`src/rtl/pfa_pkg.sv`:
```
package pfa_pkg;

  localparam int unsigned GROUP_W = 4;

  // Clock cycles in a pulse of pulse_us microseconds, never fewer than one.
  function automatic int unsigned pulse_cycles(int unsigned clk_hz, int unsigned pulse_us);
    int unsigned c;
    c = (clk_hz / 1000) * pulse_us / 1000;
    return (c == 0) ? 1 : c;
  endfunction

  // Inclusive window test for a capacitance value.
  function automatic logic cap_in_window(int unsigned v, int unsigned lo, int unsigned hi);
    return (v >= lo) && (v <= hi);
  endfunction

endpackage

```
`src/rtl/pfa_group_short.sv`:
```
module pfa_group_short #(
  parameter int unsigned N  = 10,
  parameter int unsigned GW = 4
) (
  input  logic [N*GW-1:0] group_id_i,
  output logic [N-1:0]    shorted_o
);
  for (genvar i = 0; i < N; i++) begin : g_ch
    logic peer_hit;
    always_comb begin
      peer_hit = 1'b0;
      for (int j = 0; j < N; j++) begin
        if (j != i && group_id_i[j*GW +: GW] == group_id_i[i*GW +: GW]) peer_hit = 1'b1;
      end
    end
    assign shorted_o[i] = (group_id_i[i*GW +: GW] != '0) && peer_hit;
  end
endmodule

```
`src/rtl/pfa_fault_eval.sv`:
```
module pfa_fault_eval
  import pfa_pkg::*;
#(
  parameter int unsigned N           = 10,
  parameter int unsigned CW          = 16,
  parameter int unsigned CMOD_MIN_PF = 1000,
  parameter int unsigned CMOD_MAX_PF = 4000,
  parameter int unsigned CPAR_MAX_PF = 40
) (
  input  logic [N-1:0]    supply_short_i,
  input  logic [N-1:0]    shorted_i,
  input  logic [N*CW-1:0] cpar_pf_i,
  input  logic [CW-1:0]   cmod_pf_i,
  output logic            cmod_ok_o,
  output logic [N-1:0]    pass_o
);
  assign cmod_ok_o = cap_in_window(32'(cmod_pf_i), CMOD_MIN_PF, CMOD_MAX_PF);

  for (genvar k = 0; k < N; k++) begin : g_ch
    logic cpar_ok;
    assign cpar_ok   = cap_in_window(32'(cpar_pf_i[k*CW +: CW]), 0, CPAR_MAX_PF);
    assign pass_o[k] = cmod_ok_o && !supply_short_i[k] && !shorted_i[k] && cpar_ok;
  end
endmodule

```
`src/rtl/pfa_indicator.sv`:
```
module pfa_indicator #(
  parameter int unsigned N         = 10,
  parameter int unsigned PULSE_CYC = 5000
) (
  input  logic         clk_i,
  input  logic         rst_ni,
  input  logic         clear_i,
  input  logic         done_i,
  input  logic [N-1:0] enable_i,
  output logic         launched_o,
  output logic         pulse_o,
  output logic [N-1:0] status_o
);
  localparam int unsigned CNT_W = $clog2(PULSE_CYC + 1);

  logic             launched_q, pulse_q;
  logic [CNT_W-1:0] cnt_q;

  always_ff @(posedge clk_i or negedge rst_ni) begin
    if (!rst_ni) begin
      launched_q <= 1'b0;
      pulse_q    <= 1'b0;
      cnt_q      <= '0;
    end else if (clear_i) begin
      launched_q <= 1'b0;
      pulse_q    <= 1'b0;
      cnt_q      <= '0;
    end else if (done_i && !launched_q) begin
      launched_q <= 1'b1;
      pulse_q    <= 1'b1;
      cnt_q      <= CNT_W'(PULSE_CYC - 1);
    end else if (pulse_q) begin
      if (cnt_q == '0) pulse_q <= 1'b0;
      else             cnt_q   <= cnt_q - 1'b1;
    end
  end

  assign launched_o = launched_q;
  assign pulse_o    = pulse_q;
  assign status_o   = launched_q ? (enable_i | {N{pulse_q}}) : '0;
endmodule

```
`src/rtl/post_fault_aggregator.sv`:
```
module post_fault_aggregator
  import pfa_pkg::*;
#(
  parameter int unsigned N           = 10,
  parameter int unsigned CW          = 16,
  parameter int unsigned GW          = GROUP_W,
  parameter int unsigned CMOD_MIN_PF = 1000,
  parameter int unsigned CMOD_MAX_PF = 4000,
  parameter int unsigned CPAR_MAX_PF = 40,
  parameter int unsigned CLK_HZ      = 1000000,
  parameter int unsigned PULSE_US    = 5000
) (
  input  logic            clk_i,
  input  logic            rst_ni,
  input  logic            start_i,
  input  logic            meas_valid_i,
  input  logic [N-1:0]    supply_short_i,
  input  logic [N*GW-1:0] group_id_i,
  input  logic [N*CW-1:0] cpar_pf_i,
  input  logic [CW-1:0]   cmod_pf_i,
  output logic [N-1:0]    enable_o,
  output logic            done_o,
  output logic [N-1:0]    status_o
);
  localparam int unsigned PULSE_CYC = pulse_cycles(CLK_HZ, PULSE_US);

  logic         armed_q, done_q;
  logic [N-1:0] enable_q;
  logic [N-1:0] shorted_w, pass_w;
  logic         cmod_ok_w, accept_w, pulse_w, launched_w;

  pfa_group_short #(.N(N), .GW(GW)) u_group (
    .group_id_i (group_id_i),
    .shorted_o  (shorted_w)
  );

  pfa_fault_eval #(
    .N(N), .CW(CW), .CMOD_MIN_PF(CMOD_MIN_PF), .CMOD_MAX_PF(CMOD_MAX_PF),
    .CPAR_MAX_PF(CPAR_MAX_PF)
  ) u_eval (
    .supply_short_i (supply_short_i),
    .shorted_i      (shorted_w),
    .cpar_pf_i      (cpar_pf_i),
    .cmod_pf_i      (cmod_pf_i),
    .cmod_ok_o      (cmod_ok_w),
    .pass_o         (pass_w)
  );

  // A strobe counts only while armed and not overridden by a start.
  assign accept_w = meas_valid_i && armed_q && !start_i;

  always_ff @(posedge clk_i or negedge rst_ni) begin
    if (!rst_ni) begin
      armed_q  <= 1'b0;
      done_q   <= 1'b0;
      enable_q <= '0;
    end else if (start_i) begin
      armed_q  <= 1'b1;
      done_q   <= 1'b0;
      enable_q <= '0;
    end else if (accept_w) begin
      armed_q  <= 1'b0;
      done_q   <= 1'b1;
      enable_q <= pass_w;
    end
  end

  pfa_indicator #(.N(N), .PULSE_CYC(PULSE_CYC)) u_ind (
    .clk_i      (clk_i),
    .rst_ni     (rst_ni),
    .clear_i    (start_i),
    .done_i     (done_q),
    .enable_i   (enable_q),
    .launched_o (launched_w),
    .pulse_o    (pulse_w),
    .status_o   (status_o)
  );

  assign enable_o = enable_q;
  assign done_o   = done_q;
endmodule

```
`config.mk`:
```
export PLATFORM = sky130hd
export DESIGN_NAME = post_fault_aggregator
export DESIGN_NICKNAME = d
export VERILOG_FILES = /design/src/rtl/pfa_pkg.sv /design/src/rtl/pfa_group_short.sv /design/src/rtl/pfa_fault_eval.sv /design/src/rtl/pfa_indicator.sv /design/src/rtl/post_fault_aggregator.sv
export SDC_FILE = /design/constraint.sdc
export NUM_CORES = 1
export LEC_CHECK = 0
export BUFFER_PORTS_ARGS = -buffer_cell sky130_fd_sc_hd__buf_2
export CAP_MARGIN = 20
export CORE_ASPECT_RATIO = 0.8
export CORE_UTILIZATION = 40
export CTS_BUF_LIST = sky130_fd_sc_hd__clkbuf_8
export DETAILED_ROUTE_END_ITERATION = 10
export HOLD_SLACK_MARGIN = 0.1
export PLACE_DENSITY_LB_ADDON = 0.08
export SYNTH_ARGS = -nofsm -noshare
export SYNTH_HDL_FRONTEND = slang
export SYNTH_SLANG_ARGS = --single-unit
```
`constraint.sdc`:
```
create_clock -name clk_i -period 4.8 [get_ports clk_i]
set_input_delay 0.96 -clock clk_i [delete_from_list [all_inputs] [get_ports clk_i]]
set_output_delay 0.96 -clock clk_i [all_outputs]
set_load 0.01 [all_outputs]
```
# == After elaboration in Yosys (flattened, before gate mapping) ==
# Cells that the tools add are included.
# totals
register_bits,27
in_bits,230
# classes
n_addsub,1
magnitude_cmp,12
n_eq_ne,91
mux,107
bitwise_logic,1
reduce_logical,81
# op_table
op,count
$eq A4 B4 Y1,90
$le A16 B6 Y1 const B,10
$mux W1,100
$mux W13,4
$logic_and A1 B1 Y1,44
$reduce_bool A4 Y1,10
$mux W10,3
$logic_not A1 Y1,22
$ge A16 B10 Y1 const B,1
$le A16 B12 Y1 const B,1
$logic_not A13 Y1,1
$sub A13 B1 Y13 const B,1
$or A10 B10 Y10,1
$reduce_bool A2 Y1,2
$ne A3 B2 Y1 const B,1
$reduce_bool A3 Y1,1
$reduce_and A2 Y1,1

# == Longest topological paths before layout ==
# depth
ltp_word,16
mapped_depth,8

# == Modules after synthesis ==
# A second synthesis with hierarchy kept.
# hier_totals
hier_cells,548
area_unflattened_um2,4589.4
# by_module_without_submodules
mod,n_inst,cells_each,area_each_um2,seq_area_each_um2
pfa_group_short,1,315,2522.4,0.0
pfa_indicator,1,98,902.1,375.4
post_fault_aggregator,1,51,586.8,300.3
pfa_fault_eval,1,84,578.1,0.0

# == Least setup slack after synthesis ==
# No wires, ideal clock.
# synth_path
kind,input -> register
startpoint,input port cmod_pf_i[4]
endpoint,register enable_q[0] (netlist: enable_o[0])
setup_ns,0.095
arrival_time_ns,2.473
required_time_ns,4.705
path_slack_ns,2.231
stages,6
n_path_buf,1
cell_sequence,or4_4 > nor3_2 > o31ai_1 > or4_4 > buf_6 > o31ai_1
# synth_via
elab_chain_cells,7
elab_cells_between_ends,8
cone_classes,2 x order compare; 2 x mux; 4 x reduce/logical
# synth_rtl
item,line_no,text
from (decl),post_fault_aggregator.sv:20,"input logic [CW-1:0] cmod_pf_i,"
$ge A16 B10 Y1 or $le A16 B12 Y1 (tied branches),pfa_pkg.sv:14,return (v >= lo) && (v <= hi);
$logic_and A1 B1 Y1 (*),pfa_pkg.sv:14,
$logic_and A1 B1 Y1 (*) (3 in series),pfa_fault_eval.sv:22,assign pass_o[k] = cmod_ok_o && !supply_short_i[k] && !shorted_i[k] && cpar_ok;
$mux W10 (*),post_fault_aggregator.sv:61,end else if (accept_w) begin
$mux W10 (*),post_fault_aggregator.sv:57,end else if (start_i) begin
to (signal assigned),post_fault_aggregator.sv:64,enable_q <= pass_w;
to (decl),post_fault_aggregator.sv:28,logic [N-1:0] enable_q;
# Every way passes the cells marked *; elsewhere a longest branch is shown, timed or not. The select of a mux whose other input is x is not followed.
# A chain may end at the register's enable or synchronous reset.

# == Worst setup path after layout ==
# layout_path
startpoint,input port cmod_pf_i[4]
endpoint,register enable_q[6] (netlist: enable_o[6])
# Same word-level chain as after synthesis.

==> metrics.log <==
INFO  metric setup.worst_path.start_class = input pin
INFO  metric worstSetupPathType = input pin to flip-flop
INFO  metric multi_input_area = approximately 0.0032 mm²
INFO  metric drt_iter0_markers = around 220
INFO  metric critPathSlowestCell = sky130_fd_sc_hd__or4_4
INFO  metric mostFrequentLayoutCells = sky130_fd_sc_hd__buf_2, sky130_fd_sc_hd__xor2_1, sky130_fd_sc_hd__xnor2_1
INFO  metric critical-path-max-stage-delay = 0.58 ns
INFO  metric cts.root.buffer_cell = sky130_fd_sc_hd__clkbuf_8
INFO  metric drc = 0
INFO  metric mappedNetlistNets = between 700 and 800
INFO  metric drive_gt1_share = 35.8%
INFO  metric grt_max_degree = 28
INFO  metric nNetsFinal = 952
INFO  metric worst_setup_path_endpoint = enable_o[6]
INFO  metric crit_fanout = 10
INFO  metric postCtsSetupRepairBufs = 0
INFO  metric fin_util = 54.4%
INFO  metric ant_nets = 0
INFO  metric synth-warning-count = 0
INFO  metric place_worst_setup_slack = 2.03 ns
INFO  metric max-cap-violations = 0
INFO  metric finalWirelength = 15.5 mm
INFO  metric avgSynthCellArea = 7.99 µm²
INFO  metric layout_commonest_cell = sky130_fd_sc_hd__buf_2
INFO  metric power.ir.vdd_worst = 0.121 mV
INFO  metric total_power = 0.857 mW
INFO  metric count_of_buffers_inserted_at_the_top_level_ports = 250
INFO  metric cp.arrival = 2.65 ns
INFO  metric gp_congestion = 0.845
INFO  metric fin_tns_setup = 0 ns
INFO  metric cts-hold-fix-buffers = 0
INFO  metric grt_first_pass_wirelength = between 20 and 25 mm
INFO  metric grt_antenna_before_repair = 2
INFO  metric final.fill_count = approximately 930
INFO  metric num_vias = 4762
INFO  metric clkSlewWorstSetupHoldPaths = 0.09 ns
INFO  metric initial_utilization = 41.7%
INFO  metric crit_start = cmod_pf_i[4]
INFO  metric finalWorstSetupSlack = ~2.3 ns
INFO  metric die_width = 115 µm
INFO  metric worst-slew-pin-transition = 0.828 ns
INFO  metric cellPowerDensity = ~160 mW/mm²
INFO  metric first_pass_iters = 4
INFO  metric worst-r2r-setup-slack = 2.53 ns
INFO  metric cp_cell_sequence = buf_2 > or4_4 > nor3_2 > o31ai_1 > or4_4 > o31ai_1
INFO  metric finalMaxSlewViolations = 0
INFO  metric rr_worst_depth = 7
INFO  metric globalRouteOverflowTotal = 0
INFO  metric area_growth_syn_to_layout = 30.4%
INFO  metric timing.critical_path.required = 4.97 ns
INFO  metric synth-seq-area-share = ~17%
INFO  metric via_count_of_the_first_global_routing_pass = 4578
INFO  metric hold_class = flip-flop to flip-flop
INFO  metric mappedNetlistArea = a little over 0.004 mm²
INFO  metric cts_max_path_buffers = 2
INFO  metric worstReg2RegStart = u_ind.cnt_q[0]
INFO  metric power_leakage = between 2 and 2.5 nW
INFO  metric cts_buf_count = 3
INFO  metric rows = 32
INFO  metric period_share = 51.6%
INFO  metric sequential_cell_area = 676 µm²
INFO  metric setup_violations = 0
INFO  metric ioPinCount = 251
INFO  metric die_area = around 0.011 mm²
INFO  metric worst_skew_pair.late_latency = roughly 0.27 ns
INFO  metric floorplan_die_height = 92.5 µm
INFO  metric post_cts.resized_instances = 0
INFO  metric clock.fmax = 404 MHz
INFO  metric cts-htree-levels = 1
INFO  metric reg2reg_to = u_ind.cnt_q[7]
INFO  metric detailed_route_vias_per_instance = 5.55
INFO  metric ys_ff_latch = 27
INFO  metric design.core.area = 0.00981 mm²
INFO  metric clock-skew-final = 0.00520 ns
INFO  metric netlist_instances = 512
INFO  metric ys_types = 36
INFO  metric grt_use_total = 28.4%
INFO  metric period_needed = 2.47 ns
INFO  metric worstSetupEndpointType = flip-flop
INFO  metric finalHoldWorstSlack = 0.518 ns
INFO  metric tritoncts = built
INFO  metric cts_sinks = 27
INFO  metric timing.final.hold_violations = 0
INFO  metric routed_wire_length_per_instance = around 18 µm
INFO  metric run_status = complete, no violations
INFO  metric timing.slew.headroom = between 40% and 50%
INFO  metric rsz_0062_raised_after_global_routing = no
INFO  metric hpwl = 12.3 mm
[report_power, final]
part / internal, mW / total (mW) / switching, mW
Combinational: 0.216 / 0.468 / 0.252
Clock: 0.0581 / 0.127 / 0.0686
Sequential: 0.241 / 0.262 / 0.0209
[logic make-up after synthesis]
family                   synth area share (%)
XOR/XNOR                                 40.9
AND/OR/NAND/NOR                          25.2
AO/OA/AOI/OAI                            11.2
buffers and inverters                    5.90
flip-flops                               16.5
adder cells (fa/ha/maj)                 0.306
[flip-flops by register name, indices dropped and copies added (netlist names)]
signal            flops
u_ind.cnt_q          13
enable_o             10
armed_q               1
done_o                1
u_ind.launched_o      1
u_ind.pulse_o         1
[how the worst min path moves through the flow]
stage	from	endpoint	slack, ns	cells past startpoint
after CTS	enable_o[0]	enable_o[0]	0.52	2
final	enable_o[0]	enable_o[0]	0.52	2
after detailed placement	enable_o[0]	enable_o[0]	0.50	2
after global routing	armed_q	armed_q	0.56	1
after global placement	enable_o[0]	enable_o[0]	0.50	2
after floorplan	u_ind.launched_o	u_ind.launched_o	0.48	2
[cell type report]
| cell class | instances | share of cell area [%] |
|---|---|---|
| clock inverters | 1 | 0.0937 |
| clock buffers | 3 | 0.773 |
| diodes | 2 | 0.0937 |
| inverters | 4 | 0.281 |
| multi-input cells | 435 | 59.5 |
| well taps | 136 | 3.19 |
| flip-flops and latches | 27 | 12.7 |
| repair buffers | 250 | 23.4 |
[metal layers]
metal,global-route usage (%),vias up,share of wire (%)
li1,-,2258,-
met1,36.0,2232,41
met2,51.8,250,50
met3,2.55,22,6.8
met4,6.39,0,1.7
met5,0,-,0
[metrics by stage]
step | instances | cell area [µm²]
6_report | 858 | 5340
5_1_grt | 858 | 5340
4_1_cts | 856 | 5330
3_5_place_dp | 852 | 5290
3_3_place_gp | 852 | 5290
2_1_floorplan | 512 | 4090
[synthesized netlist by cell type (all sizes together)]
cell type | number | share of area, %
xor2 | 105 | 22
xnor2 | 86 | 18
nor4 | 58 | 8.9
buf | 40 | 5.0
nand4 | 32 | 4.9
dfrtp | 27 | 17
nor3 | 26 | 3.3
nor2 | 18 | 1.7
nand2 | 12 | 1.1
o21ai | 12 | 1.5
o31ai | 11 | 2.0
a31oi | 10 | 1.5
o21a | 10 | 1.8
o31a | 10 | 2.1
a21oi | 8 | 0.98
and2 | 7 | 1.1
and4 | 7 | 1.5
clkbuf | 6 | 0.55
nand3 | 5 | 0.61
or4 | 5 | 1.1
inv | 4 | 0.37
nand2b | 2 | 0.31
o211ai | 2 | 0.37
a21o | 1 | 0.18
a311oi | 1 | 0.21
ha | 1 | 0.31
nand3b | 1 | 0.18
nand4b | 1 | 0.21
nor3b | 1 | 0.18
o2111ai | 1 | 0.21
o41a | 1 | 0.28
or3b | 1 | 0.21
[worst max-delay path, delay by kind of cell]
family,cells,cell delay (ns)
and+or+nand+nor,3,1.21
buffers and inverters,1,0.10
AOI/OAI and AO/OA,2,0.37
Power figures use the tool's default switching activity.
